==> config.mk <==
export PLATFORM = sky130hd
export DESIGN_NAME = por_reset_gen
export DESIGN_NICKNAME = d
export VERILOG_FILES = /design/src/rtl/por_pkg.sv /design/src/rtl/por_lock_sync.sv /design/src/rtl/por_delay_counter.sv /design/src/rtl/por_pulse_stretch.sv /design/src/rtl/por_reset_gen.sv
export SDC_FILE = /design/constraint.sdc
export NUM_CORES = 1
export LEC_CHECK = 0
export ABC_AREA = 1
export BUFFER_PORTS_ARGS = -buffer_cell sky130_fd_sc_hd__buf_2
export CAP_MARGIN = 10
export CORE_ASPECT_RATIO = 1.4
export CORE_UTILIZATION = 45
export CTS_CLUSTER_DIAMETER = 60
export DETAILED_ROUTE_END_ITERATION = 12
export SYNTH_ARGS = -nofsm -noshare
export SYNTH_HDL_FRONTEND = slang
export SYNTH_SLANG_ARGS = --single-unit
==> constraint.sdc <==
create_clock -name clk_i -period 2.15 [get_ports clk_i]
set_clock_uncertainty 0.1 [all_clocks]
set_input_delay 0.43 -clock clk_i [delete_from_list [all_inputs] [get_ports clk_i]]
set_output_delay 0.43 -clock clk_i [all_outputs]
set_load 0.05 [all_outputs]
==> src/rtl/por_pkg.sv <==
package por_pkg;
  // Width needed to hold values 0..n
  function automatic int cnt_bits(input int n);
    int w;
    w = 1;
    while ((1 << w) <= n) w++;
    return w;
  endfunction
endpackage

==> src/rtl/por_lock_sync.sv <==
module por_lock_sync #(
  parameter int USE_LOCK    = 1,
  parameter int SYNC_STAGES = 2
) (
  input  logic clk_i,
  input  logic lock_i,
  output logic lock_s_o
);
  generate
    if (USE_LOCK != 0) begin : g_sync
      logic [SYNC_STAGES-1:0] sh_q = '0;
      always_ff @(posedge clk_i) begin
        sh_q <= {sh_q[SYNC_STAGES-2:0], lock_i};
      end
      assign lock_s_o = sh_q[SYNC_STAGES-1];
    end else begin : g_nosync
      assign lock_s_o = 1'b1;
    end
  endgenerate
endmodule

==> src/rtl/por_delay_counter.sv <==
module por_delay_counter #(
  parameter int CNT_W    = 20,
  parameter int TERM_CNT = 249
) (
  input  logic clk_i,
  input  logic run_i,
  output logic tick_o,
  output logic done_o
);
  localparam logic [CNT_W-1:0] TERM = CNT_W'(TERM_CNT);

  logic [CNT_W-1:0] cnt_q  = '0;
  logic             done_q = 1'b0;

  always_ff @(posedge clk_i) begin
    if (!done_q) begin
      if (!run_i) begin
        cnt_q <= '0;
      end else if (cnt_q == TERM) begin
        done_q <= 1'b1;
      end else begin
        cnt_q <= cnt_q + 1'b1;
      end
    end
  end

  assign tick_o = run_i && !done_q && (cnt_q == TERM);
  assign done_o = done_q;

  // qualifier low before firing clears the delay
  a_r2_hold_zero: assert property (@(posedge clk_i) (!run_i && !done_q) |=> (cnt_q == '0));
  // counter frozen after firing
  a_r5_no_wrap: assert property (@(posedge clk_i) done_q |=> (done_q && $stable(cnt_q)));
  // counter advances by exactly one while running
  a_r2_step: assert property (@(posedge clk_i) disable iff (!run_i)
    (!done_q && cnt_q != TERM) |=> (cnt_q == $past(cnt_q) + 1'b1 || !run_i));
endmodule

==> src/rtl/por_pulse_stretch.sv <==
module por_pulse_stretch
  import por_pkg::*;
#(
  parameter int PULSE_LEN = 5
) (
  input  logic clk_i,
  input  logic fire_i,
  output logic rst_n_o
);
  localparam int RW = cnt_bits(PULSE_LEN);
  localparam logic [RW-1:0] LEN = RW'(PULSE_LEN);

  logic [RW-1:0] rem_q   = '0;
  logic          rst_n_q = 1'b1;

  always_ff @(posedge clk_i) begin
    if (fire_i) begin
      rem_q   <= LEN;
      rst_n_q <= 1'b0;
    end else if (rem_q > RW'(1)) begin
      rem_q <= rem_q - 1'b1;
    end else if (rem_q == RW'(1)) begin
      rem_q   <= '0;
      rst_n_q <= 1'b1;
    end
  end

  assign rst_n_o = rst_n_q;

  // reset asserted on the edge after the event
  a_r4_fire_low: assert property (@(posedge clk_i) fire_i |=> !rst_n_q);
  // output low exactly while cycles remain
  a_r4_low_remaining: assert property (@(posedge clk_i) (rem_q != '0) |-> !rst_n_q);
  a_r4_release: assert property (@(posedge clk_i) (rem_q == RW'(1) && !fire_i) |=> rst_n_q);
endmodule

==> src/rtl/por_reset_gen.sv <==
module por_reset_gen #(
  parameter int CNT_W       = 20,
  parameter int TERM_CNT    = 249,
  parameter int PULSE_LEN   = 5,
  parameter int USE_LOCK    = 1,
  parameter int SYNC_STAGES = 2
) (
  input  logic clk_i,
  input  logic lock_i,
  output logic rst_n_o
);
  logic lock_s;
  logic tick;
  logic done;

  por_lock_sync #(.USE_LOCK(USE_LOCK), .SYNC_STAGES(SYNC_STAGES)) u_sync (
    .clk_i(clk_i), .lock_i(lock_i), .lock_s_o(lock_s));

  por_delay_counter #(.CNT_W(CNT_W), .TERM_CNT(TERM_CNT)) u_cnt (
    .clk_i(clk_i), .run_i(lock_s), .tick_o(tick), .done_o(done));

  por_pulse_stretch #(.PULSE_LEN(PULSE_LEN)) u_str (
    .clk_i(clk_i), .fire_i(tick), .rst_n_o(rst_n_o));

  // high until the delay has expired
  a_r1_idle_high: assert property (@(posedge clk_i) !done |-> rst_n_o);
  // one event per power-up
  a_r5_single: assert property (@(posedge clk_i) done |-> !tick);
endmodule

==> results of run 1 <==
placed cells by master, fill, tap and decap left out:
cell type	netlist	layout
clkinv_2	0	1
nand2_2	2	2
inv_1	26	26
nand3_2	1	1
nor2_2	2	3
o21a_1	1	1
dfxtp_1	7	7
clkinv_1	1	1
nor2_4	3	3
clkbuf_8	0	3
nand2_4	1	1
nand2_1	38	38
nand3_1	10	10
a21oi_2	1	1
a21oi_1	13	13
nor2_1	33	32
buf_4	0	3
a211oi_1	1	1
edfxtp_1	20	20
nand4_1	6	6
a31oi_1	1	1
nor3_1	4	4
xor2_1	2	2
o21ai_0	8	8
buf_2	1	2
ha_1	4	4
inv_2	1	1
worst min-delay path by stage:
stage                                    end  cells past startpoint                          start
3_5_place_dp   u_sync.g_sync.sh_q[1]$_DFF_P_                      0  u_sync.g_sync.sh_q[0]$_DFF_P_
3_3_place_gp   u_sync.g_sync.sh_q[1]$_DFF_P_                      0  u_sync.g_sync.sh_q[0]$_DFF_P_
4_1_cts        u_sync.g_sync.sh_q[0]$_DFF_P_                      1                         lock_i
5_1_grt        u_sync.g_sync.sh_q[0]$_DFF_P_                      1                         lock_i
2_1_floorplan  u_sync.g_sync.sh_q[1]$_DFF_P_                      0  u_sync.g_sync.sh_q[0]$_DFF_P_
6_report       u_sync.g_sync.sh_q[0]$_DFF_P_                      1                         lock_i
kinds of logic after synthesis:
kind of cell / Yosys count / synth area share
fa+ha+maj: 4 / 0.0331
buf+inv: 30 / 0.0761
simple gates: 100 / 0.300
flops: 27 / 0.490
xor+xnor: 2 / 0.0116
compound gates: 25 / 0.0893
critical path: stages (launching register included):
cell,delay [ps]
edfxtp_1,490
ha_1,270
nand3_1,110
inv_1,110
nand2_1,110
inv_1,70
o21ai_0,140
a21oi_1,50
metal layers:
metal,global-route usage,up-vias,wire length [µm],part of all wire
li1,-,635,-,-
met5,0,-,0,0
met4,0.123,0,117,0.039
met3,0.0258,9,79,0.027
met1,0.222,550,1310,0.44
met2,0.325,19,1460,0.49
metrics by stage:
step                      hold WS (ps)  setup WS, ps  utilization  power (mW)  area, µm²
after floorplan                    210           199            -       0.831       1520
after global placement             217           487        0.503       0.867       1590
after detailed placement           220           464        0.503       0.884       1590
after CTS                          141           455        0.518        1.17       1630
after global routing               147           258        0.518        1.22       1630
final                              150           463        0.518        1.15       1630
registers in the layout, indices dropped and copies added (netlist names):
| signal | count |
|---|---|
| u_cnt.cnt_q | 20 |
| u_str.rem_q | 3 |
| u_sync.g_sync.sh_q | 2 |
| u_cnt.done_o | 1 |
| u_str.rst_n_o | 1 |
where the power goes:
group | switching, mW | internal [mW] | total (mW) | leakage, nW
registers | 0.0484 | 0.619 | 0.667 | 0.263
logic | 0.122 | 0.0793 | 0.202 | 0.403
clock network | 0.152 | 0.130 | 0.282 | 0.0255
total | 0.323 | 0.828 | 1.15 | 0.691
area by class of cell:
| class | instances | area [µm²] |
|---|---|---|
| multi-input cells | 131 | 659 |
| clock buffers | 3 | 41.3 |
| repair buffers | 5 | 32.5 |
| well taps | 39 | 48.8 |
| inverters | 28 | 105 |
| flip-flops and latches | 27 | 741 |
| clock inverters | 1 | 5.00 |
| fillers | 318 | 1520 |
==> results.tsv, run 1 <==
stage	metric	value	unit
run_status	status	completed	
power_and_ir_drop	Lkg Pwr	0.691	nW
worst_hold_path	Hold Path Class	in2reg	
worst_setup_path	CP required	2080	ps
cts	H-tree Lvls	1	
yosys	Synth top cells by count	nand2_1 (38), nor2_1 (33), inv_1 (26)	
cts	post-cts repair resize count	0	
sta	final period utilization	0.784	
yosys	top-count cell post-synth	nand2_1	
yosys	asr flop ratio synth	0	
yosys	Post-synth EDFFs	20	
floorplan	core footprint	3150	µm²
detailed_routing	DR iter-0 viols	23	
place	dpl cells	230	
yosys	syn nets	194	
worst_setup_path	Max FO, Critical Path	7	
yosys	syn_area_per_cell	8.05	µm²
worst_setup_path	WS Path Type	reg2reg	
detailed_routing	remaining antenna violation count	0	
detailed_routing	DRC	0	
floorplan	starting density of the core	0.480	
floorplan	die footprint	3600	µm²
final_layout	Area Overhead vs Synth	7.94	%
detailed_routing	vias post-DR	1213	
detailed_routing	drt total wl	2970	µm
floorplan	# IOs	3	
cts	Clk pin slew, worst setup/hold paths	90	ps
yosys	Syn Inst Count	188	
sta	Slew HR	0.780	
sta	Worst Tran Pin Value	330	ps
power_and_ir_drop	peak supply drop	0.623	mV
yosys	Synth area leaders	edfxtp_1 (40%), nand2_1 (9.4%), dfxtp_1 (9.3%)	
yosys	Yosys reg bits	27	
final_layout	share of cells above drive strength 1	0.108	
sta	unrepaired setup endpoints after global routing	no	
cts	worst-case clock buffer depth	2	
place	Placer Congestion	0.900	
place	PortBufs	2	
yosys	cell taking the most area after synthesis	edfxtp_1	
cts	CTS root buffer	clkbuf_8	
flow_run	max-cap viol count	0	
worst_setup_path	Critical Path Sink Type	register	
sta	Final setup viols	0	
cts	CTS sink cnt	27	
detailed_routing	Via density	5.18	
worst_setup_path	Worst Setup EP	u_cnt.cnt_q[8]$_SDFFCE_PN0P_	
worst_setup_path	Worst setup SP type	register	
yosys	library cells used by synthesis	25	
worst_setup_path	Worst R2R End	u_cnt.cnt_q[8]$_SDFFCE_PN0P_	
cts	CTS tree	yes	
floorplan	chip height	70.6	µm
yosys	Yosys warning total	0	
worst_setup_path	FF-to-FF setup slack	460	ps
worst_setup_path	Worst Reg-to-Reg Cells	7	
sta	Setup TNS	0	ps
global_route	first-pass GRT wire length	5230	µm
global_route	grt ovf	0	
detailed_routing	drt wl/cell	12.7	µm
worst_setup_path	WP data arrival	1610	ps
cts	CTS buffer count	3	
global_route	number of global-route vias before repair	1224	
yosys	Seq/Total Area, Yosys	0.490	
final_layout	Cell Count, Final, Fillers Out	234	
worst_setup_path	Critical path origin	u_cnt.cnt_q[0]$_SDFFCE_PN0P_	
yosys	Mapped Area	1510	µm²
cts	worst skew pair latency	270	ps
floorplan	num rows	24	
final_layout	Final #Nets	202	
global_route	total track usage	0.192	
yosys	top cell type's share of synthesized area	0.397	
global_route	initial antenna violation count	0	
final_layout	antenna cells	0	
sta	Final Slew Violations	0	
sta	hold violation total from the final report	0	
power_and_ir_drop	PwrDens	705	nW/µm²
global_route	largest net degree at the start of global routing	16	
yosys	top_reg_cell synth	edfxtp_1	
place	DP Wirelength	2350	µm
worst_setup_path	worst r2r src	u_cnt.cnt_q[0]$_SDFFCE_PN0P_	
sta	crit path time final	1690	ps
detailed_routing	Pre-antenna DRT Iters	4	
sta	fmax	593	MHz
cts	Post-CTS Setup Inserts	0	
floorplan	Die X	51	µm
cts	hold-fix buffers at CTS	0	
(Power assumes the default switching activity.)
==> run 2: changes to the inputs <==
Settings changed: ABC_AREA 1 to 0.
Clock period 2.15 ns to 1.7 ns, I/O delays scaled along.
==> results.tsv, run 2 <==
stage	metric	value	unit
place	Placer Congestion	0.841	
sta	Slew HR	0.741	
cts	worst skew pair latency	270	ps
sta	Setup TNS	-4710	ps
worst_setup_path	Crit path largest cell delay	550	ps
final_layout	share of cells above drive strength 1	0.429	
place	placed cell area	1710	µm²
yosys	top_reg_cell synth	edfxtp_1	
place	PortBufs	2	
worst_setup_path	Max FO, Critical Path	4	
final_layout	max FFs per register	20	
yosys	Synth top cells by count	nor2_1 (21), edfxtp_1 (20), inv_1 (9), nand3_1 (9), xnor2_1 (9)	
detailed_routing	drt wl/cell	17.0	µm
yosys	cell taking the most area after synthesis	edfxtp_1	
cts	CTS root buffer	clkbuf_8	
floorplan	core footprint	2910	µm²
worst_setup_path	Worst setup SP type	register	
yosys	top cell type's share of synthesized area	0.427	
yosys	Mapped Area	1410	µm²
yosys	Yosys reg bits	27	
detailed_routing	DRC	0	
cts	CTS tree	yes	
sta	Final setup viols	33	
global_route	first-pass GRT wire length	5930	µm
power_and_ir_drop	Lkg Pwr	0.840	nW
cts	worst-case clock buffer depth	2	
cts	Clk pin slew, worst setup/hold paths	100	ps
final_layout	most common cell after layout, fill and taps aside	buf_4	
final_layout	Final #Nets	191	
worst_hold_path	Hold Path Class	in2reg	
final_layout	most frequent cells in the layout	buf_4 (33), nor2_1 (20), edfxtp_1 (20)	
cts	CTS buffer count	3	
sta	crit path time final	1920	ps
worst_setup_path	CP Buf/Inv Count	0	
worst_setup_path	CP required	1730	ps
sta	final period utilization	1.13	
global_route	grt ovf	0	
power_and_ir_drop	Net Sw Frac	0.257	
power_and_ir_drop	peak supply drop	0.641	mV
cts	hold-fix buffers at CTS	0	
power_and_ir_drop	PwrDens	672	nW/µm²
final_layout	Area Overhead vs Synth	44.2	%
worst_setup_path	CP most frequent cell	or4_4	
detailed_routing	remaining antenna violation count	0	
final_layout	Fillers	223	
sta	final hold slack	58.7	ps
power_and_ir_drop	clock share of power	0.273	
yosys	syn_area_per_cell	10.2	µm²
power_and_ir_drop	Int Pwr	1.01	mW
floorplan	chip height	68.2	µm
sta	hold violation total from the final report	0	
sta	Worst Tran Pin Value	388	ps
final_layout	largest registers	u_cnt.cnt_q: 20 flops, u_str.rem_q: 3 flops, u_sync.g_sync.sh_q: 2 flops	
global_route	total track usage	0.237	
floorplan	starting density of the core	0.484	
global_route	number of global-route vias before repair	1259	
cts	CTS sink cnt	27	
place	DP Wirelength	2300	µm
flow_run	max-cap viol count	0	
yosys	Yosys warning total	0	
detailed_routing	Pre-antenna DRT Iters	4	
power_and_ir_drop	Seq pwr share	0.568	
worst_setup_path	family with the most delay on the worst path	simple AND/OR/NAND/NOR gates	
sta	unrepaired setup endpoints after global routing	yes	
sta	Final Slew Violations	0	
yosys	top-count cell post-synth	nor2_1	
floorplan	# IOs	3	
final_layout	antenna cells	0	
final_layout	Final Cell Area	2030	µm²
yosys	syn nets	144	
yosys	asr flop ratio synth	0	
floorplan	Die X	49.3	µm
yosys	Synth area leaders	edfxtp_1 (43%), dfxtp_1 (10%), nor2_1 (5.6%)	
worst_setup_path	Cell Chain, Critical Path	nand2_1, or4_4, or4_4, a21oi_2	
detailed_routing	drt total wl	3770	µm
global_route	initial antenna violation count	0	
final_layout	Final Util	0.698	
yosys	Seq/Total Area, Yosys	0.526	
global_route	largest net degree at the start of global routing	18	
detailed_routing	DR iter-0 viols	42	
worst_setup_path	WS Path Type	reg2reg	
power_and_ir_drop	Switch Pwr	350	µW
sta	Final WS setup	-215	ps
worst_setup_path	slowest CP cell	or4_4	
final_layout	Biggest register	u_cnt.cnt_q	
power_and_ir_drop	combinational share of power	0.159	
run_status	status	finished with violations	
cts	H-tree Lvls	1	
sta	fmax	522	MHz
detailed_routing	Via density	5.64	
worst_setup_path	Critical Path Sink Type	register	
run_status	violated checks	negative setup slack	
floorplan	die footprint	3360	µm²
yosys	Syn Inst Count	138	
worst_setup_path	WP data arrival	1950	ps
detailed_routing	vias post-DR	1246	
floorplan	num rows	23	
yosys	Post-synth EDFFs	20	
yosys	library cells used by synthesis	29	
[run 2: changes by cell type in the layout (fill, tap and decap cells not counted), sizes merged, moves of 3 or more]
cell / before / now
nor4: 0 / 6
xnor2: 0 / 9
buf: 5 / 44
inv: 27 / 9
or3: 0 / 3
a21oi: 14 / 6
nor2: 38 / 23
nor4b: 0 / 4
nand2: 41 / 5
o21ai: 8 / 4
or4: 0 / 4
[run 2: layer usage]
metal | GRT usage | up-vias | share of wire
met3 | 0.0267 | 14 | 0.016
met2 | 0.466 | 19 | 0.56
li1 | - | 600 | -
met1 | 0.269 | 613 | 0.39
met4 | 0.0662 | 0 | 0.033
met5 | 0 | - | 0
[run 2: cell type report]
cell class                 count  area (µm²)  share of cell area
sequential                    27         741               0.365
multi-input combinational    100         803               0.396
timing repair buffer          44         359               0.177
clock inverter                 1        5.00             0.00247
inverter                       9        33.8              0.0166
tap                           37        46.3              0.0228
clock buffer                   3        41.3              0.0203
[run 2: power groups by stage]
stage | clock network, mW | logic, mW | registers [mW]
after detailed placement | 0 | 0.206 | 0.789
after CTS | 0.372 | 0.209 | 0.774
after global routing | 0.405 | 0.255 | 0.780
after floorplan | 0 | 0.153 | 0.782
final | 0.372 | 0.217 | 0.774
after global placement | 0 | 0.194 | 0.786
[run 2: what timing repair did]
item / CTS / global route
setup endpoints to repair: 31 / 38
cloned: 2 / 0
pin swaps: 8 / 10
setup buffers: 7 / 4
resized for setup: 13 / 23
endpoints found under the hold margin: 0 / 0
[run 2: through the flow]
stage / cells / total power, mW / setup slack, ps
2_1_floorplan: 138 / 0.934 / -111
3_3_place_gp: 205 / 0.980 / -149
3_5_place_dp: 205 / 0.994 / -204
4_1_cts: 218 / 1.35 / -125
5_1_grt: 221 / 1.44 / -252
6_report: 221 / 1.36 / -215
[run 2: final timing paths]
| kind | cells past startpoint | slack, ps | endpoint | start |
|---|---|---|---|---|
| worst max-delay path | 4 | -220 | u_cnt.cnt_q[18]$_SDFFCE_PN0P_ | u_cnt.cnt_q[14]$_SDFFCE_PN0P_ |
| worst min-delay path | 1 | 60 | u_sync.g_sync.sh_q[0]$_DFF_P_ | lock_i |
| worst max register to register | 4 | -220 | u_cnt.cnt_q[18]$_SDFFCE_PN0P_ | u_cnt.cnt_q[14]$_SDFFCE_PN0P_ |
| worst min register to register | 0 | 250 | u_sync.g_sync.sh_q[1]$_DFF_P_ | u_sync.g_sync.sh_q[0]$_DFF_P_ |
[run 2: cell families after synthesis]
kind of cell | count (synthesis) | share of synthesized area
and+or+nand+nor | 67 | 0.264
DFF | 27 | 0.526
AOI/OAI and AO/OA | 14 | 0.0578
xor gates and xnor gates | 13 | 0.0809
buffers and inverters | 13 | 0.0355
adders and majority gates | 4 | 0.0356
==> run 3: changes to the inputs <==
==> constraint.sdc (replaced) <==
create_clock -name clk_i -period 1.7 [get_ports clk_i]
set_clock_uncertainty 0.1 [all_clocks]
set_input_delay 0.255 -clock clk_i [delete_from_list [all_inputs] [get_ports clk_i]]
set_output_delay 0.255 -clock clk_i [all_outputs]
set_load 0.05 [all_outputs]
==> results.tsv, run 3 (same netlist as run 2, synthesis figures left out) <==
stage	metric	value	unit
place	DP Wirelength	2300	µm
final_layout	Final Util	0.702	
cts	CTS sink cnt	27	
worst_setup_path	CP required	1730	ps
sta	crit path time final	1920	ps
power_and_ir_drop	Total Power	1.37	mW
final_layout	most common cell after layout, fill and taps aside	buf_4	
run_status	violated checks	negative setup slack	
detailed_routing	drt wl/cell	17.0	µm
detailed_routing	remaining antenna violation count	0	
final_layout	Area Overhead vs Synth	44.9	%
floorplan	die footprint	3360	µm²
worst_hold_path	hold path depth	0	
final_layout	most frequent cells in the layout	buf_4 (33), nor2_1 (20), edfxtp_1 (20)	
worst_setup_path	CP most frequent cell	or4_4	
worst_setup_path	Worst Reg-to-Reg Cells	4	
cts	CTS buffer count	3	
detailed_routing	DR iter-0 viols	23	
place	dpl cells	205	
cts	H-tree Lvls	1	
worst_setup_path	Critical Path Sink Type	register	
detailed_routing	Pre-antenna DRT Iters	4	
final_layout	Fillers	220	
cts	worst skew pair latency	270	ps
sta	Final setup viols	33	
detailed_routing	Via density	5.64	
worst_setup_path	WP data arrival	1950	ps
detailed_routing	drt total wl	3770	µm
sta	Final WS setup	-215	ps
global_route	initial antenna violation count	0	
floorplan	num rows	23	
final_layout	max FFs per register	20	
floorplan	starting density of the core	0.484	
worst_setup_path	slowest CP cell	or4_4	
cts	CTS root buffer	clkbuf_8	
sta	Final Slew Violations	0	
final_layout	Biggest register	u_cnt.cnt_q	
sta	hold violation total from the final report	0	
global_route	first-pass GRT wire length	5930	µm
final_layout	largest registers	u_cnt.cnt_q: 20 flops, u_str.rem_q: 3 flops, u_sync.g_sync.sh_q: 2 flops	
final_layout	Final #Nets	192	
worst_setup_path	WP depth	4	
global_route	grt ovf	0	
worst_setup_path	Max FO, Critical Path	4	
place	PortBufs	2	
floorplan	core footprint	2910	µm²
cts	worst-case clock buffer depth	2	
sta	fmax	522	MHz
floorplan	Die X	49.3	µm
global_route	largest net degree at the start of global routing	18	
worst_setup_path	family with the most delay on the worst path	simple AND/OR/NAND/NOR gates	
worst_setup_path	WS Path Type	reg2reg	
sta	Worst Tran Pin Value	388	ps
worst_setup_path	Crit path largest cell delay	550	ps
floorplan	# IOs	3	
sta	final period utilization	1.13	
cts	CTS tree	yes	
global_route	total track usage	0.237	
run_status	status	finished with violations	
final_layout	share of cells above drive strength 1	0.427	
worst_setup_path	Cell Chain, Critical Path	nand2_1, or4_4, or4_4, a21oi_2	
final_layout	antenna cells	0	
final_layout	Cell Count, Final, Fillers Out	222	
detailed_routing	DRC	0	
sta	Slew HR	0.741	
floorplan	chip height	68.2	µm
sta	unrepaired setup endpoints after global routing	yes	
detailed_routing	vias post-DR	1253	
worst_hold_path	Hold Path Class	reg2reg	
global_route	number of global-route vias before repair	1261	
cts	Clk pin slew, worst setup/hold paths	90	ps
flow_run	max-cap viol count	0	
worst_setup_path	CP Buf/Inv Count	0	
power_and_ir_drop	PwrDens	669	nW/µm²
power_and_ir_drop	peak supply drop	0.641	mV
worst_setup_path	Worst setup SP type	register	
place	Placer Congestion	0.841	
power_and_ir_drop	Lkg Pwr	0.844	nW
-- run 3: final timing paths --
| check | startpoint | endpoint | slack [ps] |
|---|---|---|---|
| setup / recovery | u_cnt.cnt_q[14]$_SDFFCE_PN0P_ | u_cnt.cnt_q[18]$_SDFFCE_PN0P_ | -220 |
| hold / removal | u_sync.g_sync.sh_q[0]$_DFF_P_ | u_sync.g_sync.sh_q[1]$_DFF_P_ | 250 |
| setup reg to reg | u_cnt.cnt_q[14]$_SDFFCE_PN0P_ | u_cnt.cnt_q[18]$_SDFFCE_PN0P_ | -220 |
| hold reg to reg | u_sync.g_sync.sh_q[0]$_DFF_P_ | u_sync.g_sync.sh_q[1]$_DFF_P_ | 250 |
-- run 3: area by class of cell --
type / count / area [µm²] / area share
Multi-Input combinational cell: 100 / 803 / 0.394
Sequential cell: 27 / 741 / 0.363
Timing Repair Buffer: 45 / 369 / 0.181
Tap cell: 37 / 46.3 / 0.0227
Clock buffer: 3 / 41.3 / 0.0202
Inverter: 9 / 33.8 / 0.0166
Clock inverter: 1 / 5.00 / 0.00245
-- run 3: power breakdown --
group | internal [mW] | total, mW | switching (mW)
clock network | 0.164 | 0.372 | 0.208
registers | 0.743 | 0.774 | 0.0308
logic | 0.107 | 0.219 | 0.112
total | 1.01 | 1.37 | 0.351
-- run 3: stage by stage --
| stage | TNS [ps] | hold WS, ps | worst slack, ps | cell area [µm²] |
|---|---|---|---|---|
| CTS | -2490 | 251 | -125 | 1900 |
| floorplan | -2220 | 183 | -111 | 1430 |
| detailed placement | -4770 | 229 | -204 | 1710 |
| finish | -4710 | 248 | -215 | 2040 |
| global route | -6790 | 252 | -252 | 2040 |
| global placement | -3550 | 216 | -149 | 1710 |
-- run 3: timing repair --
item / in CTS / in global routing
hold buffers: 1 / 0
pin swaps: 8 / 10
hold endpoints to repair: 1 / 0
buffers inserted: 7 / 4
cloned: 2 / 0
setup endpoints to repair: 31 / 38
gates resized for setup: 13 / 23
-- run 3: routing by layer --
metal / part of all wire / wire length, µm / global-route usage / vias to the layer above
met3: 0.016 / 59 / 0.0267 / 14
met1: 0.39 / 1460 / 0.269 / 617
li1: - / - / - / 603
met2: 0.56 / 2120 / 0.466 / 19
met4: 0.033 / 124 / 0.0662 / 0
met5: 0 / 0 / 0 / -
